[config.mk]
export PLATFORM = sky130hd
export DESIGN_NAME = spif_cmd_ctrl
export DESIGN_NICKNAME = d
export VERILOG_FILES = /design/src/rtl/spif_pkg.sv /design/src/rtl/spif_sync.sv /design/src/rtl/spif_shift.sv /design/src/rtl/spif_ctrl.sv /design/src/rtl/spif_array.sv /design/src/rtl/spif_cmd_ctrl.sv
export SDC_FILE = /design/constraint.sdc
export NUM_CORES = 1
export LEC_CHECK = 0
export ABC_CLOCK_PERIOD_IN_PS = 7900
export CAP_MARGIN = 20
export CORE_AREA = 8 8 155 157
export DETAILED_ROUTE_END_ITERATION = 8
export DIE_AREA = 0 0 163 165
export PLACE_DENSITY = 0.63
export SLEW_MARGIN = 40
export SYNTH_ARGS = -nofsm -noshare
export SYNTH_HDL_FRONTEND = slang
export SYNTH_SLANG_ARGS = --single-unit
[constraint.sdc]
create_clock -name clk_i -period 7.9 [get_ports clk_i]
set_input_delay 1.58 -clock clk_i [delete_from_list [all_inputs] [get_ports clk_i]]
set_output_delay 1.58 -clock clk_i [all_outputs]
set_load 0.005 [all_outputs]
[src/rtl/spif_pkg.sv]
package spif_pkg;
  localparam int BP_W = 4;
  localparam logic [7:0] OP_RDSR  = 8'h05;
  localparam logic [7:0] OP_WREN  = 8'h06;
  localparam logic [7:0] OP_ERA_A = 8'h60;
  localparam logic [7:0] OP_ERA_B = 8'hC7;

  function automatic logic [7:0] status_byte(logic [BP_W-1:0] bp, logic wel, logic busy);
    return {2'b00, bp, wel, busy};
  endfunction
endpackage

[src/rtl/spif_sync.sv]
module spif_sync #(
  parameter int          W        = 1,
  parameter logic [W-1:0] RST_VAL = '0
) (
  input  logic         clk_i,
  input  logic         rst_ni,
  input  logic [W-1:0] d_i,
  output logic [W-1:0] q_o,
  output logic [W-1:0] prev_o
);
  logic [W-1:0] meta_q, sync_q, prev_q;

  always_ff @(posedge clk_i or negedge rst_ni) begin
    if (!rst_ni) begin
      meta_q <= RST_VAL;
      sync_q <= RST_VAL;
      prev_q <= RST_VAL;
    end else begin
      meta_q <= d_i;
      sync_q <= meta_q;
      prev_q <= sync_q;
    end
  end

  assign q_o    = sync_q;
  assign prev_o = prev_q;
endmodule

[src/rtl/spif_shift.sv]
module spif_shift
  import spif_pkg::*;
(
  input  logic       clk_i,
  input  logic       rst_ni,
  input  logic       ce_q_i,
  input  logic       sck_rise_i,
  input  logic       sck_fall_i,
  input  logic       si_q_i,
  input  logic [7:0] status_i,
  output logic [7:0] opcode_o,
  output logic [3:0] bits_o,
  output logic       so_o,
  output logic       so_oe_o
);
  logic [7:0] opc_q, out_q;
  logic [3:0] bits_q;
  logic [2:0] idx_q;
  logic       so_q, oe_q;
  logic       rd_mode;

  assign rd_mode = (bits_q == 4'd8) && (opc_q == OP_RDSR);

  always_ff @(posedge clk_i or negedge rst_ni) begin
    if (!rst_ni) begin
      opc_q  <= '0;
      bits_q <= '0;
      out_q  <= '0;
      idx_q  <= '0;
      so_q   <= 1'b0;
      oe_q   <= 1'b0;
    end else if (ce_q_i) begin
      bits_q <= '0;
      idx_q  <= '0;
      oe_q   <= 1'b0;
      so_q   <= 1'b0;
    end else if (rd_mode) begin
      if (sck_fall_i) begin
        // reload live status at every byte boundary
        if (idx_q == 3'd0) begin
          so_q  <= status_i[7];
          out_q <= {status_i[6:0], 1'b0};
        end else begin
          so_q  <= out_q[7];
          out_q <= {out_q[6:0], 1'b0};
        end
        idx_q <= idx_q + 3'd1;
        oe_q  <= 1'b1;
      end
    end else if (sck_rise_i) begin
      opc_q <= {opc_q[6:0], si_q_i};
      if (bits_q != 4'hF) bits_q <= bits_q + 4'd1;
    end
  end

  assign opcode_o = opc_q;
  assign bits_o   = bits_q;
  assign so_o     = so_q;
  assign so_oe_o  = oe_q;
endmodule

[src/rtl/spif_ctrl.sv]
module spif_ctrl
  import spif_pkg::*;
#(
  parameter int TCE_CYCLES = 4096,
  localparam int CW = $clog2(TCE_CYCLES + 1)
) (
  input  logic            clk_i,
  input  logic            rst_ni,
  input  logic            ce_rise_i,
  input  logic [7:0]      opcode_i,
  input  logic [3:0]      bits_i,
  input  logic [BP_W-1:0] bp_i,
  output logic            busy_o,
  output logic            wel_o,
  output logic            erase_start_o,
  output logic            erase_done_o
);
  logic [CW-1:0] cnt_q;
  logic          busy_q, wel_q;
  logic          cmd_ok, is_wren, is_erase, erase_rej;

  assign cmd_ok        = ce_rise_i && (bits_i == 4'd8) && !busy_q;
  assign is_wren       = (opcode_i == OP_WREN);
  assign is_erase      = (opcode_i == OP_ERA_A) || (opcode_i == OP_ERA_B);
  assign erase_start_o = cmd_ok && is_erase && wel_q && (bp_i == '0);
  assign erase_rej     = cmd_ok && is_erase && !erase_start_o;
  assign erase_done_o  = busy_q && (cnt_q == CW'(TCE_CYCLES - 1));

  always_ff @(posedge clk_i or negedge rst_ni) begin
    if (!rst_ni) begin
      busy_q <= 1'b0;
      wel_q  <= 1'b0;
      cnt_q  <= '0;
    end else begin
      if (erase_start_o) begin
        busy_q <= 1'b1;
        cnt_q  <= '0;
      end else if (erase_done_o) begin
        busy_q <= 1'b0;
      end else if (busy_q) begin
        cnt_q  <= cnt_q + CW'(1);
      end
      if (erase_done_o || erase_rej) wel_q <= 1'b0;
      else if (cmd_ok && is_wren)    wel_q <= 1'b1;
    end
  end

  assign busy_o = busy_q;
  assign wel_o  = wel_q;
endmodule

[src/rtl/spif_array.sv]
module spif_array #(
  parameter int DEPTH = 16,
  localparam int AW = $clog2(DEPTH)
) (
  input  logic          clk_i,
  input  logic          rst_ni,
  input  logic          erase_i,
  input  logic          we_i,
  input  logic [AW-1:0] addr_i,
  input  logic [7:0]    wdata_i,
  output logic [7:0]    rdata_o
);
  logic [7:0] mem_q [DEPTH];

  for (genvar g = 0; g < DEPTH; g++) begin : g_word
    always_ff @(posedge clk_i or negedge rst_ni) begin
      if (!rst_ni)                          mem_q[g] <= 8'h00;
      else if (erase_i)                     mem_q[g] <= 8'hFF;
      else if (we_i && addr_i == AW'(g))    mem_q[g] <= wdata_i;
    end
  end

  assign rdata_o = mem_q[addr_i];
endmodule

[src/rtl/spif_cmd_ctrl.sv]
module spif_cmd_ctrl
  import spif_pkg::*;
#(
  parameter int TCE_CYCLES = 4096,
  parameter int ARR_DEPTH  = 16,
  localparam int ARR_AW    = $clog2(ARR_DEPTH)
) (
  input  logic              clk_i,
  input  logic              rst_ni,
  input  logic              ce_ni,
  input  logic              sck_i,
  input  logic              si_i,
  output logic              so_o,
  output logic              so_oe_o,
  input  logic [BP_W-1:0]   bp_i,
  input  logic              arr_we_i,
  input  logic [ARR_AW-1:0] arr_addr_i,
  input  logic [7:0]        arr_wdata_i,
  output logic [7:0]        arr_rdata_o
);
  logic [2:0] pin_q, pin_prev;
  logic       ce_q, ce_prev, sck_q, sck_prev, si_q;
  logic       ce_rise, sck_rise, sck_fall;
  logic [7:0] opcode, status;
  logic [3:0] bits;
  logic       busy, wel, erase_start, erase_done;

  // pin order {ce, sck, si}
  spif_sync #(.W(3), .RST_VAL(3'b100)) u_sync (
    .clk_i  (clk_i),
    .rst_ni (rst_ni),
    .d_i    ({ce_ni, sck_i, si_i}),
    .q_o    (pin_q),
    .prev_o (pin_prev)
  );

  assign ce_q     = pin_q[2];
  assign ce_prev  = pin_prev[2];
  assign sck_q    = pin_q[1];
  assign sck_prev = pin_prev[1];
  assign si_q     = pin_q[0];
  assign ce_rise  = ce_q && !ce_prev;
  assign sck_rise = sck_q && !sck_prev;
  assign sck_fall = !sck_q && sck_prev;
  assign status   = status_byte(bp_i, wel, busy);

  spif_shift u_shift (
    .clk_i      (clk_i),
    .rst_ni     (rst_ni),
    .ce_q_i     (ce_q),
    .sck_rise_i (sck_rise),
    .sck_fall_i (sck_fall),
    .si_q_i     (si_q),
    .status_i   (status),
    .opcode_o   (opcode),
    .bits_o     (bits),
    .so_o       (so_o),
    .so_oe_o    (so_oe_o)
  );

  spif_ctrl #(.TCE_CYCLES(TCE_CYCLES)) u_ctrl (
    .clk_i         (clk_i),
    .rst_ni        (rst_ni),
    .ce_rise_i     (ce_rise),
    .opcode_i      (opcode),
    .bits_i        (bits),
    .bp_i          (bp_i),
    .busy_o        (busy),
    .wel_o         (wel),
    .erase_start_o (erase_start),
    .erase_done_o  (erase_done)
  );

  spif_array #(.DEPTH(ARR_DEPTH)) u_array (
    .clk_i   (clk_i),
    .rst_ni  (rst_ni),
    .erase_i (erase_done),
    .we_i    (arr_we_i),
    .addr_i  (arr_addr_i),
    .wdata_i (arr_wdata_i),
    .rdata_o (arr_rdata_o)
  );
endmodule

## After elaboration in Yosys (flattened, before gate mapping)

Index checks and enable logic that the tools add are counted.

| word-level totals | value |
|---|---|
| register bits after elaboration | 177 |
| input port bits | 22 |
| logic and storage cells | 182 |

| operators by class | value |
|---|---|
| $lt $le $gt $ge | 1 |
| add/subtract/negate cells | 3 |
| reductions and logical operators | 66 |
| muxes and demuxes | 57 |
| bitwise operators | 3 |
| equality and inequality tests | 24 |

Operator list:

| kind | count |
|---|---|
| 2-to-1 mux 8 bit | 35 |
| nonzero test 2 bit | 23 |
| 2-to-1 mux 13 bit | 3 |
| equality test 4 bit, second input constant | 9 |
| binary-select mux 8 bit (select 4 bit) | 1 |
| logical AND 1 bit | 28 |
| equality test 4 x 3 -> 1 bit, second input constant | 4 |
| equality test 8 x 3 -> 1 bit, second input constant | 2 |
| 2-to-1 mux 4 bit | 4 |
| adder 13 x 1 -> 13 bit, second input constant | 1 |
| equality test 13 x 12 -> 1 bit, second input constant | 1 |
| 2-to-1 mux 1 bit | 11 |
| 2-to-1 mux 3 bit | 3 |
| AND reduction 3 bit | 3 |
| equality test 4 x 2 -> 1 bit, second input constant | 2 |
| equality test 8 x 7 -> 1 bit, second input constant | 1 |
| equality test 8 bit, second input constant | 1 |
| zero test 4 bit | 2 |
| greater-or-equal comparator 5 bit, second input constant | 1 |
| zero test 1 bit | 5 |
| inverter 4 -> 5 bit | 1 |
| adder 4 x 1 -> 4 bit, second input constant | 1 |
| equality test 4 x 1 -> 1 bit, second input constant | 1 |
| inequality test 4 bit, second input constant | 1 |
| other kinds (7) | 10 |

## Logic depth before layout (Yosys ltp)

Gate-level depths: netlist (run 1).

| logic depth | value |
|---|---|
| depth after elaboration | 11 |
| depth in mapped cells | 8 |

## Modules after synthesis

A second synthesis (run 1) with hierarchy kept.

| second synthesis, totals | value |
|---|---|
| cell total of the unflattened synthesis | 742 |
| area, all modules | 8795.9 µm² |

By module, submodules not included:

| module | cells an instance | times used | area each (µm²) |
|---|---|---|---|
| spif_array | 529 | 1 | 6456.2 |
| spif_shift | 99 | 1 | 1187.4 |
| spif_ctrl | 101 | 1 | 898.4 |
| spif_sync | 9 | 1 | 229.0 |
| spif_cmd_ctrl | 4 | 1 | 25.0 |

## Least setup slack after synthesis (run 1)

Ideal clock, no wire load.

| timing path | value |
|---|---|
| path type | input -> output |
| from | input arr_addr_i[0] |
| to | output arr_rdata_o[0] |
| stages on the path | 3 |
| path slack | 3.191 ns |
| buffers on the path | 1 |
| arrival time | 3.129 ns |
| required time | 6.320 ns |
| cells stage by stage | buf_1 -> mux4_2 -> mux4_2 |

| on the way | value |
|---|---|
| longest elaborated chain between the ends | 4 |

RTL lines:

| element | line | text |
|---|---|---|
| start: declaration | spif_cmd_ctrl.sv:17 | `input logic [ARR_AW-1:0] arr_addr_i,` |
| inverter 4 -> 5 bit (implied by the code) | spif_array.sv:23 | `assign rdata_o = mem_q[addr_i];` |
| binary-select mux 8 bit (select 4 bit) | spif_array.sv:23 |  |
| 2-to-1 mux 8 bit (implied by the code) (2 in a row) | spif_array.sv:23 |  |
| end: declaration | spif_cmd_ctrl.sv:19 | `output logic [7:0] arr_rdata_o` |

No other way between the ends. The select of a mux whose other input is x is not followed.

## Worst setup path in the final report (run 1)

| timing path | value |
|---|---|
| from | input arr_addr_i[0] |
| to | output arr_rdata_o[3] |

Same word-level chain as after synthesis.

==> flow_metrics.tcl, run 1 <==
set metrics [dict create \
    maxSlewHeadroom_pct 44.9 \
    antenna_left 0 \
    core_mm2 0.0215 \
    postSynthAreaPerCell_um2 10.0 \
    status "completed" \
    seq_power_share_pct 50.0 \
    crit_start "arr_addr_i[0]" \
    max_freq_mhz 191 \
    antenna_found_initial 1 \
    ys_seq_elements 175 \
    cp-end-kind "output pin" \
    gr-total-overflow 0 \
    drt_iter0_drc 833 \
    cts_buffers 17 \
    synthArstFlopShare_pct 100 \
    layout.nets 880 \
    grt_first_pass_wirelength_um 37000 \
    fillers 2019 \
    std_cell_rows 54 \
    root_buffer "clkbuf_16" \
    grt_max_degree 106 \
    syn_area_mm2 0.00852 \
    clock_power_share_pct 34.1 \
    p_comb_share_pct 15.9 \
    p_int_mw 1.75 \
    drv_slew 0 \
    wl_um 22900 \
    antenna_cells 0 \
    path_clk_slew_ns 0.07 \
    ios 32 \
    wl_per_cell_um 20.0 \
    cts_tree "yes" \
    h-tree-depth 4 \
    fp.dieH_um 165 \
    drive_gt1_share_pct 15.0 \
    clock_latency_ns 0.44 \
    final_common_cell "nand2_1" \
    ys_seq_area_share_pct 51.5 \
    firstDrtPassIters 5 \
    critPathRequiredTime_ns 6.32 \
    timing.rr.start "u_ctrl.busy_o$_DFFE_PN0P_" \
    worstMarginPinSlew_ns 0.823 \
    area_delta_synth_final_pct 12.0 \
    grt_pass1_vias 6202 \
    grt_use_total_pct 18.0 \
    ys_types 48 \
    worstPathArrival_ns 3.65 \
    finalCritPeriodShare_pct 66.2 \
    syn-num-nets 875 \
    cts_resized 0 \
    criticalPathCategory "in -> out" \
    crit_path_start_kind "input pin" \
    fp.dieW_um 163 \
    hold_buffers 0 \
    switchingPower_mw 0.764 \
    via_per_inst 5.67 \
    cap_violations 0 \
    vias 6499 \
    postCtsSetupRepairBufs 0 \
    p_leak_nw 4.29 \
    io_buffers 31 \
    switching_share_pct 30.4 \
    path_max_fanout 40 \
    rsz0062_at_grt "false" \
    fin_setup_tns_ns 0 \
    die_area_mm2 0.0269 \
    synth-main-ff-cell "dfrtp_1" \
    setup_violations 0 \
    synth-edff-count 0 \
    mostFrequentLayoutCells "279 x nand2_1, 172 x dfrtp_1, 129 x nand3_1, 40 x mux4_2, 24 x clkdlybuf4s50_1" \
    clock_skew_ns 0.0134 \
    min_period_ns 5.23 \
    dp_hpwl_um 15600 \
    cts_buffer_depth 2 \
    cts_sinks 175 \
    synthCells 848 \
    hp-class "reg -> reg" \
    pwr_density_cell_mw_per_mm2 263 \
    holdCritStartpoint "u_sync.meta_q[1]$_DFF_PN0_" \
    hold_violations 0 \
    yosys_warnings 0 \
    utilization_pct 44.4 \
    vdd.ir_drop.worst_mv 0.173 \
    start_util_pct 39.6 \
    drcViolationCount 0 \
    gp_congestion 0.994 \
]
layout make-up:
type	count	area, µm²	share of cell area [%]
flip-flops and latches	175	4380	46.0
multi-input cells	612	3820	40.1
clock buffers	17	425	4.46
well taps	280	350	3.67
repair buffers	35	348	3.65
clock inverters	15	161	1.69
inverters	12	45.0	0.472
worst paths after layout:
path                                                 end  cells past startpoint  slack [ns]
max                                       arr_rdata_o[3]                      4        2.67
min                              u_sync.q_o[1]$_DFF_PN0_                      0        0.35
max reg2reg                u_array.mem_q[14]$_DFFE_PN0P_                      5        5.40
min reg2reg                      u_sync.q_o[1]$_DFF_PN0_                      0        0.35
max in group asynchronous  u_array.mem_q[28]$_DFFE_PN0P_                      2        6.03
min in group asynchronous    u_shift.so_oe_o$_DFFE_PN0P_                      1        0.99
per-layer routing:
| metal | vias to the layer above | routed length [µm] | global-route usage [%] |
|---|---|---|---|
| li1 | 2949 | - | - |
| met1 | 3230 | 9870 | 25.5 |
| met2 | 263 | 10100 | 25.2 |
| met3 | 55 | 1850 | 3.61 |
| met4 | 2 | 1070 | 10.4 |
| met5 | - | 13 | 0 |
cell families (layout without fill, tap and decap cells):
| family | after synthesis | after routing | share of synthesized area (%) |
|---|---|---|---|
| fa+ha+maj | 5 | 5 | 0.735 |
| flops | 175 | 175 | 51.5 |
| buf+inv | 61 | 79 | 3.97 |
| simple gates | 501 | 501 | 26.9 |
| xor+xnor | 1 | 1 | 0.103 |
| compound gates | 42 | 42 | 3.22 |
| mux | 63 | 63 | 13.6 |
Yosys cell counts (3+ instances only):
master | number | area (µm²)
nor3_1 | 11 | 55.1
dfrtp_1 | 172 | 4300
ha_1 | 5 | 62.6
mux2_2 | 21 | 236
a311oi_1 | 3 | 26.3
nand2_1 | 279 | 1050
dfstp_2 | 3 | 78.8
nand2b_1 | 7 | 43.8
nor4_1 | 3 | 18.8
nand4_1 | 6 | 37.5
o21ai_0 | 9 | 45.0
buf_1 | 15 | 56.3
a21oi_1 | 13 | 65.1
nand3_2 | 10 | 100
o31ai_1 | 3 | 22.5
or3_1 | 5 | 31.3
nor2b_1 | 7 | 43.8
a31oi_1 | 3 | 18.8
mux4_2 | 40 | 901
buf_6 | 14 | 158
nor2_1 | 23 | 86.3
inv_1 | 12 | 45.0
nand3_1 | 129 | 646
a211oi_1 | 3 | 22.5
and3b_1 | 3 | 26.3
clkbuf_1 | 19 | 71.3
power by group through the flow:
stage	registers (mW)	logic (mW)	clock network (mW)
finish	1.26	0.399	0.855
floorplan	1.16	0.296	0
detailed placement	1.26	0.403	0
global placement	1.28	0.381	0
global route	1.26	0.451	0.903
CTS	1.25	0.403	0.868
critical path: stages:
cell and delay (ns):
buf_4 0.50, mux4_2 0.59, mux4_2 0.50, clkdlybuf4s50_1 0.47
state kept, by name, indices dropped and copies added, names as in the netlist:
name and cells:
u_array.mem_q 128, u_ctrl.busy_o 1, u_ctrl.cnt_q 13, u_ctrl.wel_o 1, u_shift.bits_o 4, u_shift.idx_q 3, u_shift.opcode_o 8, u_shift.out_q 7
u_shift.so_o 1, u_shift.so_oe_o 1, u_sync.meta_q 3, u_sync.prev_o 2, u_sync.q_o 3
metrics by stage:
stage               cells  hold WS [ns]  setup slack, ns  power, mW  instance area, µm²
global placement     1113         0.341             2.33       1.66                8900
detailed placement   1113         0.336             2.47       1.66                8920
global route         1146         0.361             2.55       2.62                9530
CTS                  1145         0.353             2.47       2.52                9510
finish               1146         0.349             2.67       2.51                9530
floorplan             848         0.331             3.19       1.45                8520
(Power assumes the default switching activity.)
==> run 2: changes to the inputs <==
--- a/config.mk
+++ b/config.mk
@@ -5,12 +5,12 @@
 export SDC_FILE = /design/constraint.sdc
 export NUM_CORES = 1
 export LEC_CHECK = 0
-export ABC_CLOCK_PERIOD_IN_PS = 7900
+export ABC_CLOCK_PERIOD_IN_PS = 4700
 export CAP_MARGIN = 20
 export CORE_AREA = 8 8 155 157
 export DETAILED_ROUTE_END_ITERATION = 8
 export DIE_AREA = 0 0 163 165
-export PLACE_DENSITY = 0.63
+export PLACE_DENSITY = 0.65
 export SLEW_MARGIN = 40
 export SYNTH_ARGS = -nofsm -noshare
 export SYNTH_HDL_FRONTEND = slang
==> constraint.sdc (replaced) <==
create_clock -name clk_i -period 4.7 [get_ports clk_i]
set_input_delay 0.94 -clock clk_i [delete_from_list [all_inputs] [get_ports clk_i]]
set_output_delay 0.94 -clock clk_i [all_outputs]
set_load 0.005 [all_outputs]
==> flow_metrics.tcl, run 2 (synthesis results as in run 1) <==
set metrics [dict create \
    worstMarginPinSlew_ns 0.899 \
    p_comb_share_pct 16.2 \
    start_util_pct 39.6 \
    grt_max_degree 110 \
    cp_top_family "buffers and inverters" \
    rrSetupSlack_ns 2.18 \
    grt_pass1_vias 6136 \
    clock_latency_ns 0.43 \
    cts_buffer_depth 2 \
    fin_setup_tns_ns 0 \
    gr-total-overflow 0 \
    dp_cells 1117 \
    cp-end-kind "output pin" \
    cts_tree "yes" \
    r2r_end "u_array.mem_q[31]$_DFFE_PN0P_" \
    area_delta_synth_final_pct 12.9 \
    io_buffers 31 \
    drt_iter0_drc 771 \
    utilization_pct 44.8 \
    p_leak_nw 4.32 \
    status "completed" \
    path_buf_inv 3 \
    worstPathCellList "buf_2, buf_12, mux4_2, mux4_2, clkdlybuf4s50_1" \
    maxSlewHeadroom_pct 39.9 \
    antenna_cells 0 \
    multi_input_area_mm2 0.00383 \
    vias 6478 \
    drive_gt1_share_pct 15.2 \
    h-tree-depth 4 \
    path_max_fanout 22 \
    r2r_cells 5 \
    holdPathStages 0 \
    p_int_mw 2.96 \
    grt_first_pass_wirelength_um 35700 \
    mostFrequentLayoutCells "279 x nand2_1, 172 x dfrtp_1, 129 x nand3_1, 40 x mux4_2, 26 x clkdlybuf4s50_1" \
    hold_violations 0 \
    crit_slowest_cell "mux4_2" \
    min_period_ns 4.11 \
    critPathRequiredTime_ns 3.76 \
    postCtsSetupRepairBufs 0 \
    firstDrtPassIters 5 \
    fp.dieH_um 165 \
    drcViolationCount 0 \
    pwr_density_cell_mw_per_mm2 440 \
    final_common_cell "nand2_1" \
    grt_use_total_pct 17.1 \
    antenna_found_initial 0 \
    cts_buffers 17 \
    fillers 2017 \
    cts_sinks 175 \
    die_area_mm2 0.0269 \
    holdCritStartpoint "u_sync.meta_q[1]$_DFF_PN0_" \
    wl_per_cell_um 19.4 \
    ios 32 \
    regMostFlops "u_array.mem_q" \
    core_mm2 0.0215 \
    setup_violations 0 \
    hold_buffers 0 \
    switching_share_pct 30.1 \
    clock_power_share_pct 34.4 \
    gp_congestion 0.953 \
    clock_skew_ns 0.0148 \
    path_clk_slew_ns 0.07 \
    worstPathArrival_ns 3.17 \
    root_buffer "clkbuf_16" \
    std_cell_rows 54 \
    wl_um 22300 \
    switchingPower_mw 1.28 \
    seq_area_mm2 0.00438 \
    crit_path_start_kind "input pin" \
    whs_endpoint "u_sync.q_o[1]$_DFF_PN0_" \
    fp.dieW_um 163 \
    layout.nets 884 \
    vdd.ir_drop.worst_mv 0.273 \
    criticalPathCategory "in -> out" \
    via_per_inst 5.63 \
    rsz0062_at_grt "false" \
    fin_cells 1150 \
    largest_reg_flops 128 \
    holdWs_ns 0.349 \
    antenna_left 0 \
    cap_violations 0 \
    drv_slew 0 \
    timing.rr.start "u_ctrl.cnt_q[4]$_DFFE_PN0P_" \
    cp_num_cells 5 \
    cts_resized 0 \
    timing.critical_path.mode_cell "mux4_2" \
    hp-class "reg -> reg" \
    max_freq_mhz 243 \
    dp_hpwl_um 15100 \
    seq_power_share_pct 49.5 \
    finalCritPeriodShare_pct 87.5 \
    slowest_delay_ns 0.53 \
]
-- run 2: cell count changes in the layout (fill, tap and decap cells not counted), moves of 2 or more --
cell and change:
buf_12 +2, clkdlybuf4s50_1 +2, clkinv_4 +2, inv_6 -4
-- run 2: final cells by class --
class / instances / area share [%]
clock buffer: 18 / 4.57
sequential: 175 / 45.6
clock inverter: 14 / 1.73
timing repair buffer: 39 / 4.20
tap: 280 / 3.64
multi-input combinational: 612 / 39.8
inverter: 12 / 0.468
-- run 2: how the worst max path moves through the flow --
stage / startpoint / to / slack (ns)
finish: arr_addr_i[0] / arr_rdata_o[0] / 0.59
global route: arr_addr_i[0] / arr_rdata_o[1] / 0.47
CTS: arr_addr_i[0] / arr_rdata_o[1] / 0.56
detailed placement: arr_addr_i[0] / arr_rdata_o[1] / 0.56
global placement: arr_addr_i[0] / arr_rdata_o[1] / 0.63
floorplan: arr_addr_i[0] / arr_rdata_o[0] / 1.27
-- run 2: per-layer routing --
layer,vias up,wire [µm],track usage (%)
met4,0,547,6.67
met5,-,0,0
met1,3214,10000,24.8
li1,2948,-,-
met3,39,1680,2.79
met2,277,10100,25.2
-- run 2: through the flow --
stage	power (mW)	cell area, µm²	setup WS, ns
2_1_floorplan	2.44	8520	1.27
3_3_place_gp	2.77	8950	0.632
3_5_place_dp	2.78	8970	0.563
4_1_cts	4.24	9580	0.563
5_1_grt	4.41	9620	0.474
6_report	4.23	9620	0.588
-- run 2: power groups by stage --
stage               combinational [mW]  sequential, mW  clock [mW]
floorplan                        0.497            1.94           0
global placement                 0.649            2.13           0
detailed placement               0.690            2.09           0
CTS                              0.688            2.08        1.48
global route                     0.764            2.11        1.54
finish                           0.684            2.09        1.46
